==> config.mk <==
export PLATFORM = sky130hd
export DESIGN_NAME = irq_level_ctrl
export DESIGN_NICKNAME = d
export VERILOG_FILES = /design/src/rtl/irq_ctrl_pkg.sv /design/src/rtl/irq_flag_bank.sv /design/src/rtl/irq_enable_bank.sv /design/src/rtl/irq_prio_pick.sv /design/src/rtl/irq_level_ctrl.sv
export SDC_FILE = /design/constraint.sdc
export NUM_CORES = 1
export LEC_CHECK = 0
export BUFFER_PORTS_ARGS = -buffer_cell sky130_fd_sc_hd__buf_2
export CAP_MARGIN = 20
export CORE_ASPECT_RATIO = 2
export CORE_MARGIN = 1
export CORE_UTILIZATION = 40
export CTS_CLUSTER_DIAMETER = 200
export CTS_CLUSTER_SIZE = 16
export DETAILED_ROUTE_END_ITERATION = 10
export HOLD_SLACK_MARGIN = 0.02
export PLACE_DENSITY_LB_ADDON = 0.1
export SLEW_MARGIN = 15
export SYNTH_ARGS = -nofsm -noshare
export SYNTH_HDL_FRONTEND = slang
export SYNTH_SLANG_ARGS = --single-unit
==> constraint.sdc <==
create_clock -name clk -period 3.9 [get_ports clk]
set_input_delay 1.17 -clock clk [delete_from_list [all_inputs] [get_ports clk]]
set_output_delay 1.17 -clock clk [all_outputs]
set_load 0.005 [all_outputs]
==> src/rtl/irq_ctrl_pkg.sv <==
package irq_ctrl_pkg;

  typedef enum logic [1:0] {
    ACC_READ  = 2'b00,
    ACC_SET   = 2'b01,
    ACC_CLR   = 2'b10,
    ACC_WRITE = 2'b11
  } acc_op_e;

  typedef enum logic [1:0] {
    SEL_FLAG   = 2'b00,
    SEL_ENABLE = 2'b01,
    SEL_MASK   = 2'b10,
    SEL_NONE   = 2'b11
  } acc_sel_e;

  typedef enum logic {
    SW_INTR = 1'b0,
    SW_TRAP = 1'b1
  } sw_kind_e;

endpackage

==> src/rtl/irq_flag_bank.sv <==
module irq_flag_bank #(
  parameter int NUM_LEVELS = 16
) (
  input  logic                  clk,
  input  logic                  rst_n,
  input  logic [NUM_LEVELS-1:0] set_i,
  input  logic                  wr_en_i,
  input  logic [NUM_LEVELS-1:0] wr_data_i,
  input  logic [NUM_LEVELS-1:0] ack_clr_i,
  output logic [NUM_LEVELS-1:0] flag_o
);

  logic [NUM_LEVELS-1:0] flag_q;
  logic [NUM_LEVELS-1:0] flag_d;
  logic                  flag_ce;

  // A write keeps only the bits written 1; new requests override every clear.
  always_comb begin
    flag_d = flag_q;
    if (wr_en_i) begin
      flag_d = flag_d & wr_data_i;
    end
    flag_d  = (flag_d & ~ack_clr_i) | set_i;
    flag_ce = wr_en_i | (|set_i) | (|ack_clr_i);
  end

  always_ff @(posedge clk or negedge rst_n) begin
    if (!rst_n) begin
      flag_q <= '0;
    end else if (flag_ce) begin
      flag_q <= flag_d;
    end
  end

  assign flag_o = flag_q;

  assert_req_sets_flag_R2: assert property (@(posedge clk) disable iff (!rst_n)
    (|set_i) |=> ((flag_q & $past(set_i)) == $past(set_i)));

  assert_write_keeps_ones_R3: assert property (@(posedge clk) disable iff (!rst_n)
    (wr_en_i && !(|ack_clr_i)) |=> ((flag_q & ~$past(wr_data_i) & ~$past(set_i)) == '0));

endmodule

==> src/rtl/irq_enable_bank.sv <==
module irq_enable_bank #(
  parameter int NUM_LEVELS = 16
) (
  input  logic                  clk,
  input  logic                  rst_n,
  input  logic                  or_en_i,
  input  logic                  and_en_i,
  input  logic [NUM_LEVELS-1:0] data_i,
  input  logic [NUM_LEVELS-1:0] ack_clr_i,
  output logic [NUM_LEVELS-1:0] en_o
);

  logic [NUM_LEVELS-1:0] en_q;
  logic [NUM_LEVELS-1:0] en_d;
  logic                  en_ce;

  // Software read-modify-write first, then the acknowledge clear on top.
  always_comb begin
    en_d = en_q;
    if (or_en_i) begin
      en_d = en_d | data_i;
    end
    if (and_en_i) begin
      en_d = en_d & data_i;
    end
    en_d  = en_d & ~ack_clr_i;
    en_ce = or_en_i | and_en_i | (|ack_clr_i);
  end

  always_ff @(posedge clk or negedge rst_n) begin
    if (!rst_n) begin
      en_q <= '0;
    end else if (en_ce) begin
      en_q <= en_d;
    end
  end

  assign en_o = en_q;

  assert_or_sets_bits_R4: assert property (@(posedge clk) disable iff (!rst_n)
    (or_en_i && !(|ack_clr_i)) |=> ((en_q & $past(data_i)) == $past(data_i)));

  assert_and_clears_bits_R4: assert property (@(posedge clk) disable iff (!rst_n)
    and_en_i |=> ((en_q & ~$past(data_i)) == '0));

endmodule

==> src/rtl/irq_prio_pick.sv <==
module irq_prio_pick #(
  parameter int NUM_LEVELS = 16,
  localparam int VEC_W = $clog2(NUM_LEVELS)
) (
  input  logic [NUM_LEVELS-1:0] req_i,
  output logic                  any_o,
  output logic [NUM_LEVELS-1:0] grant_o,
  output logic [VEC_W-1:0]      idx_o
);

  logic [NUM_LEVELS-1:0] lower_seen;

  // Prefix chain: a bit wins only if no lower-indexed bit is requesting.
  assign lower_seen[0] = 1'b0;
  for (genvar g = 1; g < NUM_LEVELS; g++) begin : g_chain
    assign lower_seen[g] = lower_seen[g-1] | req_i[g-1];
  end

  assign grant_o = req_i & ~lower_seen;
  assign any_o   = |req_i;

  always_comb begin
    idx_o = '0;
    for (int i = 0; i < NUM_LEVELS; i++) begin
      if (grant_o[i]) begin
        idx_o = idx_o | VEC_W'(i);
      end
    end
  end

endmodule

==> src/rtl/irq_level_ctrl.sv <==
module irq_level_ctrl
  import irq_ctrl_pkg::*;
#(
  parameter int NUM_LEVELS = 16,
  localparam int VEC_W = $clog2(NUM_LEVELS)
) (
  input  logic                  clk,
  input  logic                  rst_n,
  input  logic [NUM_LEVELS-1:0] hw_req,
  input  logic [1:0]            acc_sel,
  input  logic [1:0]            acc_op,
  input  logic [NUM_LEVELS-1:0] acc_wdata,
  output logic [NUM_LEVELS-1:0] acc_rdata,
  input  logic                  sw_req_valid,
  input  logic                  sw_req_kind,
  input  logic [VEC_W-1:0]      sw_req_level,
  output logic                  ack_valid,
  output logic [VEC_W-1:0]      ack_vector,
  input  logic                  ack_done
);

  // Reset: asserted asynchronously, released after two clock edges.
  logic [1:0] rst_pipe_q;
  logic       rst_sync_n;

  always_ff @(posedge clk or negedge rst_n) begin
    if (!rst_n) begin
      rst_pipe_q <= '0;
    end else begin
      rst_pipe_q <= {rst_pipe_q[0], 1'b1};
    end
  end

  assign rst_sync_n = rst_pipe_q[1];

  // Access decode
  acc_op_e  op;
  acc_sel_e sel;
  logic     flag_wr;
  logic     en_or;
  logic     en_and;
  logic     mask_wr;

  always_comb begin
    op      = acc_op_e'(acc_op);
    sel     = acc_sel_e'(acc_sel);
    flag_wr = (sel == SEL_FLAG)   && (op == ACC_WRITE);
    en_or   = (sel == SEL_ENABLE) && (op == ACC_SET);
    en_and  = (sel == SEL_ENABLE) && (op == ACC_CLR);
    mask_wr = (sel == SEL_MASK)   && (op == ACC_WRITE);
  end

  // State
  logic [NUM_LEVELS-1:0] flag_q;
  logic [NUM_LEVELS-1:0] en_q;
  logic                  mask_q;
  logic                  busy_q;
  logic                  ack_valid_q;
  logic [VEC_W-1:0]      ack_vec_q;

  // Arbitration
  logic [NUM_LEVELS-1:0] eligible;
  logic                  pick_any;
  logic [NUM_LEVELS-1:0] pick_grant;
  logic [VEC_W-1:0]      pick_idx;

  assign eligible = flag_q & en_q & {NUM_LEVELS{~mask_q}};

  irq_prio_pick #(
    .NUM_LEVELS (NUM_LEVELS)
  ) u_pick (
    .req_i   (eligible),
    .any_o   (pick_any),
    .grant_o (pick_grant),
    .idx_o   (pick_idx)
  );

  logic [NUM_LEVELS-1:0] sw_onehot;
  logic                  sw_fire;
  logic                  hw_fire;
  logic                  ack_fire;
  logic [VEC_W-1:0]      ack_idx;
  logic [NUM_LEVELS-1:0] lvl_clr;

  always_comb begin
    sw_onehot               = '0;
    sw_onehot[sw_req_level] = 1'b1;
    sw_fire  = sw_req_valid & ~busy_q;
    hw_fire  = ~busy_q & ~sw_req_valid & pick_any;
    ack_fire = sw_fire | hw_fire;
    ack_idx  = sw_fire ? sw_req_level : pick_idx;
    if (hw_fire) begin
      lvl_clr = pick_grant;
    end else if (sw_fire && (sw_kind_e'(sw_req_kind) == SW_INTR)) begin
      lvl_clr = sw_onehot;
    end else begin
      lvl_clr = '0;
    end
  end

  irq_flag_bank #(
    .NUM_LEVELS (NUM_LEVELS)
  ) u_flags (
    .clk       (clk),
    .rst_n     (rst_sync_n),
    .set_i     (hw_req),
    .wr_en_i   (flag_wr),
    .wr_data_i (acc_wdata),
    .ack_clr_i (lvl_clr),
    .flag_o    (flag_q)
  );

  irq_enable_bank #(
    .NUM_LEVELS (NUM_LEVELS)
  ) u_enables (
    .clk       (clk),
    .rst_n     (rst_sync_n),
    .or_en_i   (en_or),
    .and_en_i  (en_and),
    .data_i    (acc_wdata),
    .ack_clr_i (lvl_clr),
    .en_o      (en_q)
  );

  // Mask, outstanding tracker and acknowledge output
  logic             mask_d;
  logic             mask_ce;
  logic             busy_d;
  logic             busy_ce;

  always_comb begin
    mask_ce = ack_fire | mask_wr;
    mask_d  = ack_fire ? 1'b1 : acc_wdata[0];
    busy_ce = ack_fire | ack_done;
    busy_d  = ack_fire;
  end

  always_ff @(posedge clk or negedge rst_sync_n) begin
    if (!rst_sync_n) begin
      mask_q <= 1'b1;
    end else if (mask_ce) begin
      mask_q <= mask_d;
    end
  end

  always_ff @(posedge clk or negedge rst_sync_n) begin
    if (!rst_sync_n) begin
      busy_q <= 1'b0;
    end else if (busy_ce) begin
      busy_q <= busy_d;
    end
  end

  always_ff @(posedge clk or negedge rst_sync_n) begin
    if (!rst_sync_n) begin
      ack_valid_q <= 1'b0;
    end else begin
      ack_valid_q <= ack_fire;
    end
  end

  always_ff @(posedge clk or negedge rst_sync_n) begin
    if (!rst_sync_n) begin
      ack_vec_q <= '0;
    end else if (ack_fire) begin
      ack_vec_q <= ack_idx;
    end
  end

  assign ack_valid  = ack_valid_q;
  assign ack_vector = ack_vec_q;

  // Read path
  always_comb begin
    unique case (sel)
      SEL_FLAG:   acc_rdata = flag_q;
      SEL_ENABLE: acc_rdata = en_q;
      SEL_MASK:   acc_rdata = {{(NUM_LEVELS-1){1'b0}}, mask_q};
      default:    acc_rdata = '0;
    endcase
  end

  assert_hw_needs_eligible_R5: assert property (@(posedge clk) disable iff (!rst_sync_n)
    (!busy_q && !sw_req_valid && ((flag_q & en_q) == '0)) |=> !ack_valid);

  assert_mask_blocks_hw_R5: assert property (@(posedge clk) disable iff (!rst_sync_n)
    (mask_q && !sw_req_valid) |=> !ack_valid);

  assert_ack_one_cycle_R7: assert property (@(posedge clk) disable iff (!rst_sync_n)
    ack_valid |=> !ack_valid);

  assert_ack_sets_mask_R7: assert property (@(posedge clk) disable iff (!rst_sync_n)
    ack_valid |-> mask_q);

  assert_no_ack_while_busy_R8: assert property (@(posedge clk) disable iff (!rst_sync_n)
    busy_q |=> !ack_valid);

  assert_ack_clears_enable_R9: assert property (@(posedge clk) disable iff (!rst_sync_n)
    (ack_valid && !$past(sw_req_valid && sw_req_kind)) |-> !en_q[ack_vector]);

  assert_trap_keeps_enable_R10: assert property (@(posedge clk) disable iff (!rst_sync_n)
    (sw_req_valid && sw_req_kind && !busy_q && !en_and) |=> (en_q[$past(sw_req_level)] == $past(en_q[sw_req_level] | (en_or & acc_wdata[sw_req_level]))));

endmodule

## Word level (Yosys, flattened, before mapping)

Cells that the tools add are included.

- Word-level logic and storage cells: 88
- ROM bits: 0
- Bits in latches: 0
- Bits in writable memories: 0
- Input bits: 45
- Memories kept: 0
- Register bits: 41

- $mul: 0
- Bitwise gates (word level): 39
- Shift-type cells: 0
- Order comparisons: 2
- Divide/modulo/power cells: 0
- Eq/ne operators: 5
- Reductions and logical operators: 10
- $add $sub $neg: 0
- Multiplexer cells: 25

Operator list:

| kind | number |
|---|---|
| $and A16 B16 Y16 | 7 |
| $mux W16 | 5 |
| $pmux W16 S3 | 1 |
| $reduce_or A16 Y1 | 3 |
| $mux W4 | 9 |
| $not A16 Y16 | 2 |
| $or A16 B16 Y16 | 2 |
| $or A1 B1 Y1 | 21 |
| $mux W3 | 4 |
| $eq A2 B2 Y1 const B | 3 |
| $logic_and A1 B1 Y1 | 6 |
| $lt A4 B5 Y1 const B | 1 |
| $demux W1 S4 | 1 |
| $eq A2 B1 Y1 const B | 2 |
| $ge A4 B1 Y1 const B | 1 |
| $mux W2 | 2 |
| $not A1 Y1 | 4 |
| $and A1 B1 Y1 | 3 |
| $mux W1 | 3 |
| $logic_not A2 Y1 | 1 |

## Logic depth before layout (Yosys ltp)

Gate-level depths: netlist of run 1.

- Depth after elaboration: 34
- Depth in mapped cells: 7
- Mapped depth without buffers: 6

## By module

Synthesis of run 1 repeated with hierarchy kept, for this count alone.

- Cell total of the unflattened synthesis: 338
- Area total of the unflattened synthesis: 3007.9 µm²

Modules (own cells, without submodules):

| module | instances | area an instance (µm²) | seq. area each (µm²) | cells each |
|---|---|---|---|---|
| irq_level_ctrl | 1 | 1086.0 | 226.5 | 141 |
| irq_enable_bank | 1 | 865.8 | 400.4 | 83 |
| irq_flag_bank | 1 | 711.9 | 400.4 | 65 |
| irq_prio_pick | 1 | 344.1 | 0.0 | 49 |

## Worst setup path after synthesis of run 1

OpenSTA, ideal clock, no wires.

- Path kind: input to output
- Start: in acc_sel[0]
- End: out acc_rdata[10]
- Arrival: 2298 ps
- Slack: 432 ps
- Stages on the path: 4
- Cells stage by stage: clkbuf_1 clkbuf_1 mux2i_1 nor2_1

- Word-level cells in the longest chain between the ends: 2
- Elaborated cells on any way between the ends: 4

RTL lines:

| element | RTL line | source |
|---|---|---|
| start: declaration | irq_level_ctrl.sv:10 | `input logic [1:0] acc_sel,` |
| $eq A2 B2 Y1 (tied with other cells) | irq_level_ctrl.sv:175 | `unique case (sel)` |
| $pmux W16 S3 * | irq_level_ctrl.sv:175 |  |
| end: declaration | irq_level_ctrl.sv:13 | `output logic [NUM_LEVELS-1:0] acc_rdata,` |

Every way passes the cells marked *; elsewhere a longest branch is shown, timed or not.

## Final worst setup path of run 1

- Start: in acc_sel[0]
- End: out acc_rdata[0]

The elaborated chain is that of the path after synthesis.

==> metrics.txt, run 1 <==
Post-CTS Hold Buffers 0; setup_tns 0 ps; Chip Width 59.11 um; final instance count without filler cells 455; top-level I/O count 66; final critical-path required period 3308 ps; crit-path max FO 21; worst-case clock buffer depth 2; row count 41; root buffer cell clkbuf_16; Worst-Skew Late Latency 280 ps; arrival time at the worst endpoint 2140 ps; global route overflow 0; antenna-violating nets left 0; clk sinks 41; vias per inst 5.752; initial antenna violation count 0; RSZ-0062 raised after global routing no; Routed wire per std cell 18.27 um; Worst setup EP type output pin; Die H 116.2 um; Fin Hold WS 314.1 ps; Yosys warnings 0; Initial Util 41.34%; Die Area 6869 um^2; fmax 0.3023 GHz; routability congestion estimate 0.9643; routed wire length 8312 um; top cells by area, synth dfrtp_1, o21ai_0, nand2_1, mux2i_1, o21bai_1; sw frac 37.83%; Setup-failing EPs final 0; DRC 0; slack of the worst reg-to-reg path 1250 ps; post-place setup slack 569.7 ps; Placed Cells incl. Taps 448; fin util 50.37%; HPWL after detailed placement 6224 um; clk slew on worst S/H paths 60 ps; H-tree levels 2; Syn Nets 350; TritonCTS clock tree done; logic gate share of total power 35.3%; vias post-DR 2617; Final #Nets 414; top-count cell post-synth nand2_1; Register Area 1027 um^2; Final WS setup 591.7 ps; LEAKAGE 1.403 nW; largest net degree at the start of global routing 40; Clock Skews 4.911 ps; post-synth top area share 38.37%; Commonest cells post-synth nand2_1, dfrtp_1, o21ai_0; total track usage 25.99%; Resized cells post-CTS 0; total power 1.629 mW; share of cells above drive strength 1 24.12%; Core Region 6310 um^2; share of flip-flops with an asynchronous set or reset 100.0%; Peak VDD IR 0.3211 mV; cell taking the most area after synthesis dfrtp_1; R2R Path Start u_flags.flag_o[6]; Worst Reg-to-Reg Cells 7; Post-Syn Area 2609 um^2; area of the multi-input gates 1508 um^2; drt first-iter violations 146; fin. max-slew vios 0; Post-CTS Setup Bufs 0; vias in the first global route 2536; synthesis-to-layout area growth 21.82%; Seq pwr share 39.6%; fin area 3178 um^2; Crit Reg-Reg Endpoint u_enables.en_o[8]; input/output buffers 65; run status completed; diodes inserted 0; WS Path Type in2out; Avg Cell Area, Syn 8.553 um^2; clock share of power 25.2%; max-capacitance violation count 0; Least-Margin Pin Slew 681.4 ps; Power Density 512.4 nW/um^2; Slew Limit Headroom 54.27%; NetSw 0.6162 mW; synth unique cells 56; Hold Violations, Final 0; flops & latches, synth 41; fin crit share 84.83%; fillcell total 674; Top FF cell, synth dfrtp_1; sequential area share after synthesis 39.38%; Post-DP Area 3035 um^2; first drt pass iteration count 6; Hold WC Path Type reg2async; Pint 1.012 mW; CTS Buf Count 5; first-pass GRT wire length 12880 um; Crit path required time 2730 ps; Mapped Cells 305; Setup crit start kind input pin; EDFF count, synth 0
## critical path, stage by stage
cell	delay (ps)
buf_2	490
mux2i_1	240
o21ai_0	90
buf_2	150
## flip-flops by register name, summed over array words and instances (netlist names)
signal	flops
u_flags.flag_o	16
ack_valid	1
u_enables.en_o	16
mask_q	1
rst_pipe_q	2
busy_q	1
ack_vector	4
## final cells by class
| type | count | share of cell area, % |
|---|---|---|
| multi-input combinational | 243 | 47.44 |
| sequential | 41 | 32.32 |
| timing repair buffer | 70 | 11.42 |
| inverter | 8 | 0.9449 |
| tap | 86 | 3.386 |
| clock buffer | 7 | 4.488 |
## metal layers
metal	up-vias	global-route usage (%)	part of all wire [%]
met5	-	0	0
met4	0	8.730	2.1
met3	14	3.544	3.0
met2	72	49.70	56
met1	1265	28.19	39
li1	1266	-	-
## worst max path at each step
stage / start / to / slack, ps / cells past startpoint
final: acc_sel[0] / acc_rdata[0] / 590 / 4
after floorplan: acc_sel[0] / acc_rdata[10] / 430 / 4
after CTS: acc_sel[0] / acc_rdata[0] / 570 / 4
after detailed placement: acc_sel[0] / acc_rdata[0] / 570 / 4
after global placement: acc_sel[0] / acc_rdata[0] / 570 / 4
after global routing: acc_sel[0] / acc_rdata[0] / 490 / 4
## power by group through the flow
stage,registers (mW),clock network [mW],logic [mW]
2_1_floorplan,0.620,0,0.386
3_3_place_gp,0.651,0,0.567
3_5_place_dp,0.651,0,0.574
4_1_cts,0.644,0.420,0.576
5_1_grt,0.661,0.432,0.638
6_report,0.644,0.410,0.574
## logic make-up after synthesis
group	after synthesis	synth area share (%)
compound gates	121	31.51
flops	41	39.38
other cells	1	0.1437
mux	16	6.139
buf+inv	21	3.069
simple gates	105	19.76
## layout by cell type (no fill, tap or decap), drive strengths merged, types with 3 or more instances in the layout
cell type / synthesis / layout
a211o: 3 / 3
a21o: 3 / 3
a21oi: 20 / 20
a22oi: 8 / 8
buf: 1 / 70
clkbuf: 12 / 7
dfrtp: 40 / 40
inv: 8 / 8
mux2i: 16 / 16
nand2: 43 / 43
nand2b: 4 / 4
nand3: 8 / 8
nor2: 27 / 27
nor4: 3 / 3
o211ai: 3 / 3
o21ai: 38 / 38
o21bai: 14 / 14
o22ai: 7 / 7
o31ai: 3 / 3
o32ai: 4 / 4
or2: 3 / 3
or3: 5 / 5
(Power assumes the default switching activity.)
==> inputs of run 2 (changes only) <==
Settings changed: ABC_AREA set to 1.
Clock period 3.9 ns to 3.3 ns, I/O delays scaled along.
==> metrics.txt, run 2 <==
run status completed (unchanged); sequential area share after synthesis 38.54% (was 39.38%); Syn Nets 407 (was 350); Chip Width 59.72 um (was 59.11 um); input/output buffers 65 (unchanged); DRC 0 (unchanged); Top FF cell, synth dfrtp_1 (unchanged); Power Density 390.0 nW/um^2 (was 512.4 nW/um^2); Setup crit start kind input pin (unchanged); fin crit share 85.29%; Avg Cell Area, Syn 7.362 um^2 (was 8.553 um^2); top-level I/O count 66 (unchanged); fin. max-slew vios 0 (unchanged); share of flip-flops with an asynchronous set or reset 100.0% (unchanged); fin util 50.92% (was 50.37%); Post-CTS Setup Bufs 0 (unchanged); Crit path required time 2310 ps (was 2730 ps); drt first-iter violations 97 (was 146); global route overflow 0 (unchanged); HPWL after detailed placement 6111 um (was 6224 um); Post-CTS Hold Buffers 0 (unchanged); Resized cells post-CTS 0 (unchanged); Hold WC Path Type reg2async (unchanged); Core Region 6361 um^2 (was 6310 um^2); post-place setup slack 483.1 ps (was 569.7 ps); most frequent cells in the layout nand2_1, buf_2, dfrtp_1, a21oi_1, nand3_1 (was buf_2, nand2_1, dfrtp_1, o21ai_0, nor2_1); Least-Margin Pin Slew 818.3 ps (was 681.4 ps); CP max stage delay 250 ps (was 490 ps); TritonCTS clock tree done (unchanged); Crit Reg-Reg Endpoint busy_q (was u_enables.en_o[8]); max-capacitance violation count 0 (unchanged); first-pass GRT wire length 12940 um (was 12880 um); Clock Skews 4.462 ps (was 4.911 ps); post-synth top area share 37.56% (was 38.37%); Hold Violations, Final 0 (unchanged); root buffer cell clkbuf_16 (unchanged); synthesis-to-layout area growth 21.55% (was 21.82%); critical path's slowest cell buf_4 (was buf_2); clk slew on worst S/H paths 60 ps (about the same); Critical Path Most Common Cell buf_2 (unchanged); routability congestion estimate 0.9968 (was 0.9643); Worst-Skew Late Latency 290 ps (was 280 ps); EDFF count, synth 0 (unchanged); Commonest cells post-synth nand2_1, dfrtp_1, a21oi_1 (was nand2_1, dfrtp_1, o21ai_0); top cells by area, synth dfrtp_1, nand2_1, a21oi_1, nand3_1, o21ai_0 (was dfrtp_1, o21ai_0, nand2_1, mux2i_1, o21bai_1); cell taking the most area after synthesis dfrtp_1 (unchanged); top-count cell post-synth nand2_1 (unchanged); setup_tns 0 ps (unchanged); crit-path max FO 16 (was 21); share of cells above drive strength 1 27.31% (was 24.12%); diodes inserted 0 (unchanged); vias per inst 5.174 (was 5.752); Routed wire per std cell 15.15 um (was 18.27 um); Peak VDD IR 0.3240 mV (was 0.3211 mV); Slew Limit Headroom 45.45% (was 54.27%); first drt pass iteration count 4 (was 6); LEAKAGE 1.695 nW (was 1.403 nW); most common library cell in the layout ignoring fill and taps nand2_1 (was buf_2); vias post-DR 2680 (was 2617); Worst setup EP type output pin (unchanged); largest net degree at the start of global routing 23 (was 40); Setup-failing EPs final 0 (unchanged); flops & latches, synth 41 (unchanged); slack of the worst reg-to-reg path 980 ps (was 1250 ps); Final #Nets 476 (was 414); RSZ-0062 raised after global routing no (unchanged); H-tree levels 2 (unchanged); initial antenna violation count 0 (unchanged); final critical-path required period 2814 ps; row count 41 (unchanged); WS Path Type in2out (unchanged); routed wire length 7850 um (was 8312 um); Die Area 7013 um^2 (was 6869 um^2); Final WS setup 485.6 ps (was 591.7 ps); Mapped Cells 362 (was 305); total track usage 24.53% (was 25.99%); antenna-violating nets left 0 (unchanged); clk sinks 41 (unchanged); Yosys warnings 0 (unchanged); Fin Hold WS 338.0 ps (was 314.1 ps); fmax 0.3553 GHz; arrival time at the worst endpoint 1820 ps (was 2140 ps); R2R Path Start mask_q (was u_flags.flag_o[6]); synth unique cells 28 (was 56); CTS Buf Count 5 (unchanged); Worst Reg-to-Reg Cells 11 (was 7); Initial Util 41.90% (was 41.34%); worst-case clock buffer depth 2 (unchanged); vias in the first global route 2689 (was 2536); crit-path cells buf_2 > nor2_1 > buf_4 > inv_1 > o22ai_1 > buf_2 (was buf_2 > mux2i_1 > o21ai_0 > buf_2); Post-Syn Area 2665 um^2 (was 2609 um^2); Die H 117.4 um (was 116.2 um)
[run 2: worst max-delay path by stage]
stage               startpoint            end  slack, ps
finish              acc_sel[1]  acc_rdata[15]        490
global route        acc_sel[1]  acc_rdata[15]        420
CTS                 acc_sel[1]  acc_rdata[15]        480
detailed placement  acc_sel[1]  acc_rdata[15]        480
global placement    acc_sel[1]  acc_rdata[15]        510
floorplan           acc_sel[0]   acc_rdata[5]        540
[run 2: logic make-up (layout without fill, tap and decap cells)]
group | after synthesis | in the layout | synth area share, %
other | 1 | 1 | 0.1407
flip-flops | 41 | 41 | 38.54
buffers and inverters | 41 | 111 | 6.338
AO/OA/AOI/OAI | 93 | 93 | 21.55
AND/OR/NAND/NOR | 186 | 186 | 33.43
[run 2: final cells by class]
cell class	instances	area, um^2
fill	685	3122
clock buffer	5	125.1
clock inverter	3	17.52
timing repair buffer	71	370.4
inverter	32	120.1
tap	86	107.6
multi-input combinational	280	1471
sequential	41	1027
[run 2: report_power, final]
part / internal, mW / switching [mW] / leakage [nW]
Sequential: 0.536 / 0.0291 / 0.475
Combinational: 0.0940 / 0.130 / 1.15
Clock: 0.277 / 0.196 / 0.0696
[run 2: metrics by stage]
step           cell area, um^2  power, mW  cells
3_5_place_dp              3097     0.8000    510
5_1_grt                   3239      1.333    518
3_3_place_gp              3097     0.7973    510
2_1_floorplan             2665     0.7029    362
4_1_cts                   3239      1.281    518
6_report                  3239      1.263    518
[run 2: per-layer routing]
| metal | up-vias | track usage, % | wire, um |
|---|---|---|---|
| met5 | - | 0 | 0 |
| met4 | 0 | 10.76 | 261 |
| met3 | 19 | 3.308 | 211 |
| met2 | 63 | 43.19 | 4173 |
| met1 | 1236 | 27.90 | 3203 |
| li1 | 1362 | - | - |
[run 2: worst max-delay path, delay by kind of cell]
family	cells	cell delay (ps)
AND/OR/NAND/NOR	1	110
AO/OA/AOI/OAI	1	130
buffers and inverters	4	580
